<file path="src/rtl/btb_pkg.sv">
package btb_pkg;

  typedef enum logic [1:0] {
    ACT_NONE  = 2'd0,
    ACT_ALLOC = 2'd1,
    ACT_TRAIN = 2'd2,
    ACT_FIX   = 2'd3
  } upd_act_e;

  localparam int unsigned PC_BYTE_BITS = 2;

endpackage

</file>
<file path="src/rtl/btb_table.sv">
module btb_table #(
  parameter int unsigned PC_W  = 32,
  parameter int unsigned IDX_W = 4,
  parameter int unsigned CTR_W = 2,
  localparam int unsigned N    = 1 << IDX_W
) (
  input  logic             clk_i,
  input  logic             rst_ni,
  // lookup read port
  input  logic [IDX_W-1:0] rd0_idx_i,
  output logic             rd0_valid_o,
  output logic [PC_W-1:0]  rd0_tag_o,
  output logic [PC_W-1:0]  rd0_tgt_o,
  output logic [CTR_W-1:0] rd0_ctr_o,
  // update read port
  input  logic [IDX_W-1:0] rd1_idx_i,
  output logic             rd1_valid_o,
  output logic [PC_W-1:0]  rd1_tag_o,
  output logic [CTR_W-1:0] rd1_ctr_o,
  // write port
  input  logic             wr_en_i,
  input  logic [IDX_W-1:0] wr_idx_i,
  input  logic             wr_alloc_i,
  input  logic [PC_W-1:0]  wr_tag_i,
  input  logic             wr_tgt_en_i,
  input  logic [PC_W-1:0]  wr_tgt_i,
  input  logic [CTR_W-1:0] wr_ctr_i
);

  logic [N-1:0]     valid_q;
  logic [PC_W-1:0]  tag_q [N];
  logic [PC_W-1:0]  tgt_q [N];
  logic [CTR_W-1:0] ctr_q [N];

  for (genvar g = 0; g < N; g++) begin : g_slot
    logic sel;
    assign sel = wr_en_i && (wr_idx_i == IDX_W'(g));

    always_ff @(posedge clk_i or negedge rst_ni) begin
      if (!rst_ni) begin
        valid_q[g] <= 1'b0;
      end else if (sel && wr_alloc_i) begin
        valid_q[g] <= 1'b1;
      end
    end

    // payload needs no reset: qualified by valid_q
    always_ff @(posedge clk_i) begin
      if (sel) begin
        ctr_q[g] <= wr_ctr_i;
        if (wr_alloc_i)  tag_q[g] <= wr_tag_i;
        if (wr_tgt_en_i) tgt_q[g] <= wr_tgt_i;
      end
    end
  end

  assign rd0_valid_o = valid_q[rd0_idx_i];
  assign rd0_tag_o   = tag_q[rd0_idx_i];
  assign rd0_tgt_o   = tgt_q[rd0_idx_i];
  assign rd0_ctr_o   = ctr_q[rd0_idx_i];

  assign rd1_valid_o = valid_q[rd1_idx_i];
  assign rd1_tag_o   = tag_q[rd1_idx_i];
  assign rd1_ctr_o   = ctr_q[rd1_idx_i];

endmodule

</file>
<file path="src/rtl/btb_lookup.sv">
module btb_lookup #(
  parameter int unsigned PC_W  = 32,
  parameter int unsigned CTR_W = 2
) (
  input  logic [PC_W-1:0]  fetch_pc_i,
  input  logic             ent_valid_i,
  input  logic [PC_W-1:0]  ent_tag_i,
  input  logic [PC_W-1:0]  ent_tgt_i,
  input  logic [CTR_W-1:0] ent_ctr_i,
  output logic             hit_o,
  output logic             taken_o,
  output logic [PC_W-1:0]  npc_o
);

  logic [PC_W-1:0] seq_pc;

  assign seq_pc  = fetch_pc_i + PC_W'(4);
  assign hit_o   = ent_valid_i && (ent_tag_i == fetch_pc_i);
  assign taken_o = hit_o && ent_ctr_i[CTR_W-1];
  assign npc_o   = taken_o ? ent_tgt_i : seq_pc;

endmodule

</file>
<file path="src/rtl/btb_update.sv">
module btb_update
  import btb_pkg::*;
#(
  parameter int unsigned PC_W  = 32,
  parameter int unsigned CTR_W = 2
) (
  input  logic             upd_valid_i,
  input  logic [PC_W-1:0]  upd_pc_i,
  input  logic             upd_is_ctrl_i,
  input  logic             upd_taken_i,
  input  logic [PC_W-1:0]  upd_target_i,
  input  logic             upd_mispredict_i,
  input  logic             ent_valid_i,
  input  logic [PC_W-1:0]  ent_tag_i,
  input  logic [CTR_W-1:0] ent_ctr_i,
  output logic             wr_en_o,
  output logic             wr_alloc_o,
  output logic [PC_W-1:0]  wr_tag_o,
  output logic             wr_tgt_en_o,
  output logic [PC_W-1:0]  wr_tgt_o,
  output logic [CTR_W-1:0] wr_ctr_o
);

  localparam logic [CTR_W-1:0] CTR_MAX    = '1;
  localparam logic [CTR_W-1:0] CTR_MIN    = '0;
  localparam logic [CTR_W-1:0] CTR_WEAK_T = CTR_W'(1) << (CTR_W - 1);

  upd_act_e         act;
  logic             hit;
  logic [CTR_W-1:0] ctr_next;

  assign hit = ent_valid_i && (ent_tag_i == upd_pc_i);

  always_comb begin
    act = ACT_NONE;
    if (upd_valid_i && upd_is_ctrl_i) begin
      if (hit) act = (upd_mispredict_i && upd_taken_i) ? ACT_FIX : ACT_TRAIN;
      else if (upd_taken_i) act = ACT_ALLOC;
    end
  end

  always_comb begin
    ctr_next = ent_ctr_i;
    if (upd_taken_i) begin
      if (ent_ctr_i != CTR_MAX) ctr_next = ent_ctr_i + CTR_W'(1);
    end else begin
      if (ent_ctr_i != CTR_MIN) ctr_next = ent_ctr_i - CTR_W'(1);
    end
  end

  assign wr_en_o     = (act != ACT_NONE);
  assign wr_alloc_o  = (act == ACT_ALLOC);
  assign wr_tag_o    = upd_pc_i;
  assign wr_tgt_en_o = (act == ACT_ALLOC) || (act == ACT_FIX);
  assign wr_tgt_o    = upd_target_i;
  assign wr_ctr_o    = (act == ACT_ALLOC) ? CTR_WEAK_T : ctr_next;

endmodule

</file>
<file path="src/rtl/btb_top.sv">
module btb_top
  import btb_pkg::*;
#(
  parameter int unsigned PC_W  = 32,
  parameter int unsigned IDX_W = 4,
  parameter int unsigned CTR_W = 2
) (
  input  logic            clk_i,
  input  logic            rst_ni,
  input  logic [PC_W-1:0] fetch_pc_i,
  output logic [PC_W-1:0] pred_npc_o,
  output logic            pred_hit_o,
  output logic            pred_taken_o,
  input  logic            upd_valid_i,
  input  logic [PC_W-1:0] upd_pc_i,
  input  logic            upd_is_ctrl_i,
  input  logic            upd_taken_i,
  input  logic [PC_W-1:0] upd_target_i,
  input  logic            upd_mispredict_i
);

  localparam int unsigned IDX_LSB = PC_BYTE_BITS;
  localparam int unsigned IDX_MSB = IDX_LSB + IDX_W - 1;

  logic [IDX_W-1:0] fetch_idx, upd_idx;
  logic             rd0_valid, rd1_valid;
  logic [PC_W-1:0]  rd0_tag, rd0_tgt, rd1_tag;
  logic [CTR_W-1:0] rd0_ctr, rd1_ctr;
  logic             wr_en, wr_alloc, wr_tgt_en;
  logic [PC_W-1:0]  wr_tag, wr_tgt;
  logic [CTR_W-1:0] wr_ctr;

  assign fetch_idx = fetch_pc_i[IDX_MSB:IDX_LSB];
  assign upd_idx   = upd_pc_i[IDX_MSB:IDX_LSB];

  btb_table #(.PC_W(PC_W), .IDX_W(IDX_W), .CTR_W(CTR_W)) u_table (
    .clk_i       (clk_i),
    .rst_ni      (rst_ni),
    .rd0_idx_i   (fetch_idx),
    .rd0_valid_o (rd0_valid),
    .rd0_tag_o   (rd0_tag),
    .rd0_tgt_o   (rd0_tgt),
    .rd0_ctr_o   (rd0_ctr),
    .rd1_idx_i   (upd_idx),
    .rd1_valid_o (rd1_valid),
    .rd1_tag_o   (rd1_tag),
    .rd1_ctr_o   (rd1_ctr),
    .wr_en_i     (wr_en),
    .wr_idx_i    (upd_idx),
    .wr_alloc_i  (wr_alloc),
    .wr_tag_i    (wr_tag),
    .wr_tgt_en_i (wr_tgt_en),
    .wr_tgt_i    (wr_tgt),
    .wr_ctr_i    (wr_ctr)
  );

  btb_lookup #(.PC_W(PC_W), .CTR_W(CTR_W)) u_lookup (
    .fetch_pc_i  (fetch_pc_i),
    .ent_valid_i (rd0_valid),
    .ent_tag_i   (rd0_tag),
    .ent_tgt_i   (rd0_tgt),
    .ent_ctr_i   (rd0_ctr),
    .hit_o       (pred_hit_o),
    .taken_o     (pred_taken_o),
    .npc_o       (pred_npc_o)
  );

  btb_update #(.PC_W(PC_W), .CTR_W(CTR_W)) u_update (
    .upd_valid_i      (upd_valid_i),
    .upd_pc_i         (upd_pc_i),
    .upd_is_ctrl_i    (upd_is_ctrl_i),
    .upd_taken_i      (upd_taken_i),
    .upd_target_i     (upd_target_i),
    .upd_mispredict_i (upd_mispredict_i),
    .ent_valid_i      (rd1_valid),
    .ent_tag_i        (rd1_tag),
    .ent_ctr_i        (rd1_ctr),
    .wr_en_o          (wr_en),
    .wr_alloc_o       (wr_alloc),
    .wr_tag_o         (wr_tag),
    .wr_tgt_en_o      (wr_tgt_en),
    .wr_tgt_o         (wr_tgt),
    .wr_ctr_o         (wr_ctr)
  );

endmodule

</file>
<file path="config.mk">
export PLATFORM = sky130hd
export DESIGN_NAME = btb_top
export DESIGN_NICKNAME = d
export VERILOG_FILES = /design/src/rtl/btb_pkg.sv /design/src/rtl/btb_table.sv /design/src/rtl/btb_lookup.sv /design/src/rtl/btb_update.sv /design/src/rtl/btb_top.sv
export SDC_FILE = /design/constraint.sdc
export NUM_CORES = 1
export LEC_CHECK = 0
export BUFFER_PORTS_ARGS = -buffer_cell sky130_fd_sc_hd__buf_2
export CORE_ASPECT_RATIO = 0.75
export CORE_MARGIN = 3
export CORE_UTILIZATION = 30
export CTS_BUF_LIST = sky130_fd_sc_hd__clkbuf_4 sky130_fd_sc_hd__clkbuf_8
export CTS_CLUSTER_DIAMETER = 100
export DETAILED_ROUTE_END_ITERATION = 16
export PLACE_DENSITY_LB_ADDON = 0.3
export REMOVE_ABC_BUFFERS = 1
export SYNTH_ARGS = -nofsm -noshare
export SYNTH_HDL_FRONTEND = slang
export SYNTH_SLANG_ARGS = --single-unit
</file>
<file path="constraint.sdc">
create_clock -name clk_i -period 13.9 [get_ports clk_i]
set_input_delay 0.695 -clock clk_i [delete_from_list [all_inputs] [get_ports clk_i]]
set_output_delay 0.695 -clock clk_i [all_outputs]
set_load 0.005 [all_outputs]
</file>
==> run_results.csv <==
group,metric,value,unit
run_status,outcome,"finished clean",
die,start_util,30.41,%
synthesis,synth_edf_count,1056,
synthesis,synth_top_area_share,66.88,%
critical_path,cp-end-kind,"output port",
power_and_ir_drop,power.internal,5261,uW
critical_path,arrival,6390,ps
power_and_ir_drop,combinationalPowerShare,7.9,%
sta,period_needed,7085,ps
final_layout,final_common_cell,"edfxtp_1",
routing,routed_wl,144.6,mm
synthesis,synth_largest_area_cell,"edfxtp_1",
synthesis,async_flop_share,1.493,%
power_and_ir_drop,p_sw,1652,uW
sta,relSlewSlack,10.94,%
grt,antenna_found_initial,30,
power_and_ir_drop,p_leak,0.01745,uW
synthesis,netlist_instances,2397,
routing,wl_per_cell,29.60,um
final_layout,design_area,54350,um2
sta,rsz0062_at_grt,"false",
final_layout,finalNonFillerCells,4887,
critical_path,crit_fanout,59,
synthesis,synthXorXnorAreaFrac,1.570,%
sta,tightest_slew,1331,ps
routing,vias,26200,
synthesis,synthSimpleGateAreaFrac,3.103,%
sta,setup_tns,0,ps
synthesis,synth_fa_ha_area_share,0.04750,%
flow_run,cap_violations,0,
routing,antenna_left,0,
placement,place.gp.congestion,0.9012,
power_and_ir_drop,ir_worst_vdd,0.07894,mV
power_and_ir_drop,clkPwrFrac,40.1,%
synthesis,ys_top_cells_by_area,"edfxtp_1, mux4_2, mux2i_1",
sta,clock.fmax,0.1411,GHz
clocking,cts_tree,"built",
placement,dp_hpwl,87.65,mm
die,die_y,350.3,um
clocking,cts_sinks,1072,
clocking,postCtsSetupBuffers,0,
critical_path,crit_required,13200,ps
grt,overflow,0,
die,core-area,155900,um2
die,top_level_ports,136,
sta,report.final.slew_viol_count,0,
synthesis,synth_top_family_by_area,"multiplexers",
power_and_ir_drop,seq_power_share,52.1,%
synthesis,synth_mux_area_share,22.45,%
sta,final_hold_viol_count,0,
synthesis,ys_types,73,
grt,grt_max_degree,115,
clocking,clk_pin_slew,60,ps
clocking,worstSkewPairLatency,860,ps
die,die_x,465.1,um
synthesis,synth_warnings,0,
synthesis,synth-seq-area-share,67.72,%
die,die_area,162900,um2
placement,placed_cells,4536,
worst_hold_path,hp-class,"in -> reg",
die,rows,125,
final_layout,syn2layout_area_growth,14.62,%
synthesis,synthesis.area,47420,um2
clocking,cts_max_level,4,
synthesis,synth_ff_type,"edfxtp_1",
synthesis,syn-mean-instance-area,19.78,um2
routing,vias_per_cell,5.361,
placement,port_buffers,135,
sta,skew,40.23,ps
synthesis,synth_seq_cells,1072,
critical_path,worstSetupStartpointType,"primary input",
grt,grt_pass1_vias,26830,
grt,track_usage,17.55,%
sta,setup_viol,0,
clocking,cts.path.max_buffers,3,
clocking,cts_buffers,181,
placement,placed_area,50750,um2
final_layout,final_cell_mix,"edfxtp_1, mux4_2, clkbuf_8, mux2i_1, buf_2",
routing,route.detailed.drc,0,
routing,first_pass_iters,5,
synthesis,synth_compound_area_share,3.267,%
power_and_ir_drop,swShare,23.89,%
final_layout,final_nets,2728,
sta,min_period_over_period,50.97,%
critical_path,crit_type,"in -> out",
grt,grt_pass1_wl,204.4,mm
clocking,cts-root-buf,"clkbuf_8",
power_and_ir_drop,p_per_area,127.2,nW/um2
routing,drt_iter0_drc,3087,
final_layout,final_layout_size_suffix_gt1_share,33.68,%
## power groups by stage
| stage | clock, uW | sequential (uW) | combinational [uW] |
|---|---|---|---|
| 6_report | 2770 | 3600 | 543 |
| 5_1_grt | 2990 | 3600 | 575 |
| 4_1_cts | 2840 | 3600 | 545 |
| 3_5_place_dp | 0 | 3670 | 543 |
| 3_3_place_gp | 0 | 3660 | 535 |
| 2_1_floorplan | 0 | 3660 | 255 |
## state kept, by name, summed over array words and instances (netlist names)
signal           count
u_table.ctr_q       32
u_table.tag_q      512
u_table.tgt_q      512
u_table.valid_q     16
## cell usage after synthesis, types with 4 or more instances
library cell / n
mux2_2: 7
edfxtp_1: 1056
o21ai_0: 16
nand2b_1: 10
inv_1: 11
a22o_1: 13
nor4_1: 11
buf_6: 10
buf_1: 12
o21a_1: 4
nor3_1: 16
a22oi_1: 26
buf_2: 66
and2_1: 10
or2_2: 5
nor2_1: 45
clkbuf_1: 48
and4_1: 5
o211ai_1: 5
xnor2_1: 67
nand3_1: 31
nor2b_1: 12
o2111ai_1: 8
mux2_1: 30
nand2_1: 83
dfrtp_1: 16
a31oi_1: 9
o211a_1: 17
nand3b_1: 8
a211oi_1: 10
and3_1: 14
a221o_1: 4
a221oi_1: 10
mux2i_1: 151
o21bai_1: 14
buf_4: 20
a21oi_1: 36
xor2_1: 18
o22ai_1: 8
nor3b_1: 7
nand4_1: 12
mux4_2: 387
## stage by stage
stage	hold slack (ps)	setup WS (ps)	power [uW]	utilization [%]
global route	185.1	6453	7167	34.84
detailed placement	490.5	6675	4209	32.55
finish	228.8	6815	6913	34.86
floorplan	399.4	7820	3915	-
CTS	140.2	6684	6981	34.83
global placement	481.9	6655	4200	32.54
## final timing paths
check                                                from                         endpoint  slack [ps]  cells after the start
min reg2reg                u_table.valid_q[1]$_DFFE_PN0P_   u_table.valid_q[1]$_DFFE_PN0P_         510                      2
max                                         fetch_pc_i[2]                    pred_npc_o[2]        6810                     14
min in group asynchronous                          rst_ni  u_table.valid_q[15]$_DFFE_PN0P_         420                      2
max in group asynchronous                          rst_ni   u_table.valid_q[7]$_DFFE_PN0P_       13170                      2
max reg2reg                u_table.tag_q[10][1]$_DFFE_PP_    u_table.ctr_q[4][0]$_DFFE_PP_        8480                      9
min                                      upd_target_i[31]  u_table.tgt_q[14][31]$_DFFE_PP_         230                      1
## kinds of logic after synthesis
| group | after synthesis |
|---|---|
| flops | 1072 |
| mux | 575 |
| simple gates | 283 |
| compound gates | 209 |
| buf+inv | 171 |
| xor+xnor | 85 |
| fa+ha+maj | 2 |
## metal layers
metal  up-vias  global-route usage [%]  part of all wire [%]
li1      10650                       -                     -
met1     13970                   24.34                    42
met2      1338                   27.50                    47
met3       243                   3.619                   8.2
met4         2                   6.033                   3.2
met5         -                       0                 0.010
## timing repair
item,in CTS,in global routing
endpoints found under the hold margin,16,0
setup endpoints to repair,0,0
hold buffers,1,0
gates resized for setup,0,0
## final cells by class
cell class	instances	area [um2]
fillers	14440	101600
flip-flops and latches	1072	32110
multi-input cells	1154	14730
clock buffers	233	2894
well taps	2095	2621
repair buffers	201	1234
clock inverters	104	665.6
inverters	15	58.81
diodes	13	32.53
## worst max-delay path: stages
cell	delay, ps
buf_8	480
buf_4	730
buf_4	470
and2_1	450
buf_4	340
a22oi_1	160
a21o_1	190
a2111oi_0	900
o2111ai_1	270
nor4_1	340
nand4b_1	190
buf_4	370
mux2_1	440
buf_2	150
Power figures use the tool's default switching activity.
